`src/rtl/cpl_pkg.sv`:
```
// Shared types and helpers for the coupling checker.
// Assumes two-bit transition codes; code 10 is folded into static.
package cpl_pkg;
    typedef logic [1:0] trit_t;

    localparam trit_t TR_STAT = 2'b00;
    localparam trit_t TR_RISE = 2'b01;
    localparam trit_t TR_FALL = 2'b11;

    // Signed value of a transition code.
    function automatic int trit_val(input trit_t t);
        case (t)
            TR_RISE: return 1;
            TR_FALL: return -1;
            default: return 0;
        endcase
    endfunction
endpackage

```
`src/rtl/cpl_wsum.sv`:
```
// Distance-weighted signed coupling sum for one victim position.
// Assumes the pin vector holds 3*NPIN pins and VICTIM +/- REACH stays in range.
module cpl_wsum
    import cpl_pkg::*;
#(
    parameter int unsigned NPIN   = 5,
    parameter int unsigned REACH  = 3,
    parameter int          KWT [REACH] = '{3, 1, 1},
    parameter int unsigned ACC_W  = 8,
    parameter int unsigned VICTIM = 6
) (
    input  logic [6*NPIN-1:0]        pins_i,
    output logic signed [ACC_W-1:0]  sum_o
);
    localparam int SMAX = (1 << (ACC_W - 1)) - 1;
    localparam int SMIN = -(1 << (ACC_W - 1));

    int acc;

    // Accumulate exactly, then clamp to the accumulator range.
    always_comb begin
        acc = 0;
        for (int q = 1; q <= int'(REACH); q++) begin
            acc = acc + KWT[q-1] * (trit_val(pins_i[2*(VICTIM+q) +: 2])
                                  + trit_val(pins_i[2*(VICTIM-q) +: 2]));
        end
        if (acc > SMAX)      sum_o = ACC_W'(SMAX);
        else if (acc < SMIN) sum_o = ACC_W'(SMIN);
        else                 sum_o = ACC_W'(acc);
    end
endmodule

```
`config.mk`:
```
export PLATFORM = sky130hd
export DESIGN_NAME = cpl_wsum
export DESIGN_NICKNAME = d
export VERILOG_FILES = /design/src/rtl/cpl_pkg.sv /design/src/rtl/cpl_wsum.sv
export SDC_FILE = /design/constraint.sdc
export NUM_CORES = 1
export LEC_CHECK = 0
export ABC_CLOCK_PERIOD_IN_PS = 6600
export BUFFER_PORTS_ARGS = -buffer_cell sky130_fd_sc_hd__buf_2
export CORE_MARGIN = 5
export CORE_UTILIZATION = 58
export DETAILED_ROUTE_END_ITERATION = 8
export GPL_TIMING_DRIVEN = 0
export PLACE_DENSITY = 0.85
export RECOVER_POWER = 50
export SLEW_MARGIN = 0
export SYNTH_ARGS = -nofsm -noshare
export SYNTH_HDL_FRONTEND = slang
export SYNTH_SLANG_ARGS = --single-unit
```
`constraint.sdc`:
```
create_clock -name vclk -period 6.6
set_input_delay 0.33 -clock vclk [all_inputs]
set_output_delay 0.33 -clock vclk [all_outputs]
set_load 0.005 [all_outputs]
```
# Word-level counts from Yosys, hierarchy flattened
# Cells that the tools add are included.
classes:
  add_sub_neg: 5
  multipliers: 1
  magnitude_cmp: 2
  eq_ne: 12
  mux: 8
ops:
  columns: ["op", "n"]
  rows:
  - ["$pmux 32 s2", 6]
  - ["$add 32x32->32", 5]
  - ["$gt 32x8->1 const B", 1]
  - ["$lt 32x8->1 const B", 1]
  - ["$mul 3x32->32 const A", 1]
  - ["$mux 8", 2]
  - ["$eq 2x1->1 const B", 6]
  - ["$eq 2x2->1 const B", 6]
word_totals:
  regBits: 0
  input_bits: 30
  out_inout_bits: 8
  elab_cells: 28

# Logic depth before layout (Yosys ltp)
depth:
  ltp_word: 9
  ltp_mapped: 27
  ltp_nobuf: 25

# Worst setup path before layout
# No wires, ideal clock.
synth_timing:
  kind: "input port to output port"
  startpoint: "in pins_i[15]"
  endpoint: "out sum_o[6]"
  arrival_time_ps: 6994
  required_time_ps: 6270
  path_slack_ps: -724
  stages: 23
  n_path_buf: 0
  path_cell_list: "and2_1 -> inv_1 -> fa_1 -> fa_1 -> fa_1 -> inv_1 -> ha_1 -> inv_1 -> fa_1 -> fa_1 -> fa_1 -> inv_1 -> ha_1 -> a21o_1 -> a31o_2 -> o211a_1 -> o2111ai_1 -> nand2b_1 -> xnor2_1 -> or3_1 -> or3_1 -> o41a_1 -> o31ai_2"
synth_via:
  elab_chain_cells: 9
  elab_cells_between_ends: 11
  cone_classes: "add/sub (3); mul (1); order compare (2); eq/ne (2); mux (3)"
synth_lines:
  columns: ["item", "line", "source"]
  rows:
  - ["start: declaration", "cpl_wsum.sv:12", "input logic [6*NPIN-1:0] pins_i,"]
  - ["$eq 2x2->1 / $eq 2x1->1 (equally long branches)", "cpl_pkg.sv:12", "case (t)"]
  - ["$pmux 32 s2 *", "cpl_pkg.sv:12", null]
  - ["$add 32x32->32 *", "cpl_wsum.sv:25", "+ trit_val(pins_i[2*(VICTIM-q) +: 2]));"]
  - ["$mul 3x32->32 *", "cpl_wsum.sv:24", "acc = acc + KWT[q-1] * (trit_val(pins_i[2*(VICTIM+q) +: 2])"]
  - ["$add 32x32->32 * (2 in a row)", "cpl_wsum.sv:24", null]
  - ["$lt 32x8->1", "cpl_wsum.sv:28", "else if (acc < SMIN) sum_o = ACC_W'(SMIN);"]
  - ["$mux 8", "cpl_wsum.sv:28", null]
  - ["$mux 8 *", "cpl_wsum.sv:27", "if (acc > SMAX) sum_o = ACC_W'(SMAX);"]
  - ["end: declaration", "cpl_wsum.sv:13", "output logic signed [ACC_W-1:0] sum_o"]
# Every way passes the cells marked *; elsewhere a longest branch is shown, timed or not.

# Worst setup path in the final report
layout_timing:
  startpoint: "in pins_i[14]"
  endpoint: "out sum_o[2]"
# Same word-level chain as after synthesis.

==> results.toml <==
[flow_run]
drv_cap = 0

[timing]
fin_ws_ps = -816
fin_crit_sh = 1.12
period_minus_slack_ps = 7420
worst_pin_slew_ps = 920
hold_viol = 0
max_slew_margin = 0.385
maxSlewViolCount = 0
setup_viol = 8
max_freq_ghz = 0.135
rsz0062_at_grt = "yes"

[routing]
postRouteAntennaNets = 0
wl_mm = 10.2
route.detailed.drc = 0
drt_iter0_markers = 191
dr.pass1.iters = 4
met3_length_um = 307
dr_total_vias = 3698
drt-met1-wl_mm = 3.97
top_layer = "met4"
met2_wirelength_mm = 5.70
drt-wirelength-per-cell_um = 15.4
routed_via_density = 5.61

[outcome]
outcome = "complete, but fails checks"
violations = "negative setup slack"

[global_route]
gr-total-overflow = 0
grt_pass1_wl_mm = 17.2
grt_max_degree = 25
track_usage = 0.212
grt_antenna_before_repair = 0
grt_pass1_vias = 3871

[critical_path]
start_kind = "input port"
critPathKind = "in2out"
path_common_cell = "fa_1"
max_stage_delay_ps = 560
slowest_stage = "fa_1"
crit_required_ps = 6270
cp-end-kind = "primary output"
crit_arrival_ps = 7090
crit_fanout = 7

[logic_synthesis]
post-synth-top-count-cell = "inv_1"
syn-num-nets = 678
yosysWarnings = 0
synthTopCellsByCount = "inv_1, fa_1, ha_1"
synth_top_area_share = 0.395
synth.largest_area_cell = "fa_1"
netlist_top_cells_area = "fa_1, ha_1, inv_1"
syn_area_sq_um = 4460
syn_area_per_cell_sq_um = 8.77
synth_cells = 508
seq_area_frac_synth = 0
ys_types = 54

[finish]
nFillCells = 576
num-nets-final = 729
syn_to_final_growth_pct = 20.3
utilization = 0.705
final.clkbuf_count = 0
regArea_sq_um = 0
fin_cells = 659
layout-drive-gt1-share = 0.257
antenna_cells = 0
design.seq.count = 0

[place]
gp_congestion = 0.953
numPortBuffers = 20
place_inst = 630
dp_hpwl_mm = 8.32

[floorplan]
ios = 38
die_w_um = 97.6
dieArea_sq_um = 9530
die_height_um = 97.6
fp-row-count = 32
initial_core_util = 0.586
core_sq_um = 7610

[cts]
cts_hold_buf = 0

[min_path]
holdCritPathClass = "in2out"
==> worst max-delay path, delay by kind of cell <==
family | cells | cell delay [ps]
compound gates | 4 | 1260
xor+xnor | 1 | 160
fa+ha+maj | 8 | 3290
buf+inv | 11 | 1070
simple gates | 5 | 970
==> worst paths after layout <==
path  endpoint       start  slack, ps  depth (start not counted)
max   sum_o[2]  pins_i[14]       -820                         29
min   sum_o[0]   pins_i[6]       1270                          6
==> routing by layer <==
metal | vias up | track usage
li1 | 1727 | -
met1 | 1870 | 0.271
met2 | 83 | 0.406
met3 | 18 | 0.00503
met4 | 0 | 0.0330
met5 | - | 0
==> cells by family after synthesis <==
group / synth area share
simple gates: 0.101
buf+inv: 0.119
compound gates: 0.174
fa+ha+maj: 0.541
xor+xnor: 0.0649
==> cell type report <==
class	count	area, sq um	area share
Buffer	13	71.3	0.0133
Inverter	124	487	0.0908
Tap cell	102	128	0.0238
Multi-Input combinational cell	369	4320	0.806
Timing Repair Buffer	51	353	0.0658
==> through the flow <==
step                      setup slack, ps  hold WS, ps  instance area (sq um)  TNS, ps
final                                -816         1270                   5360    -5140
after global routing                -1060         1340                   5360    -7090
after CTS                            -685         1270                   5120    -4310
after detailed placement            -1100         1270                   4830    -7250
after global placement              -1060         1200                   4830    -6790
after floorplan                      -114         1010                   4600     -208
==> repair_timing <==
item | CTS | global route
pin swaps | 24 | 33
setup endpoints to repair | 8 | 8
gates resized for setup | 34 | 37
setup buffers | 19 | 12
==> cells in the final DEF, fill, tap and decap left out, types with 12 or more instances in the layout <==
| cell type | instances |
|---|---|
| nor2_1 | 17 |
| buf_2 | 20 |
| xor2_1 | 12 |
| ha_1 | 37 |
| inv_1 | 110 |
| buf_4 | 31 |
| xnor2_1 | 18 |
| fa_1 | 78 |
| a21oi_1 | 22 |
| nand2_1 | 17 |
Power is not shown: default switching activity piles up to over one toggle a cycle in this logic, so the estimate is an artifact.
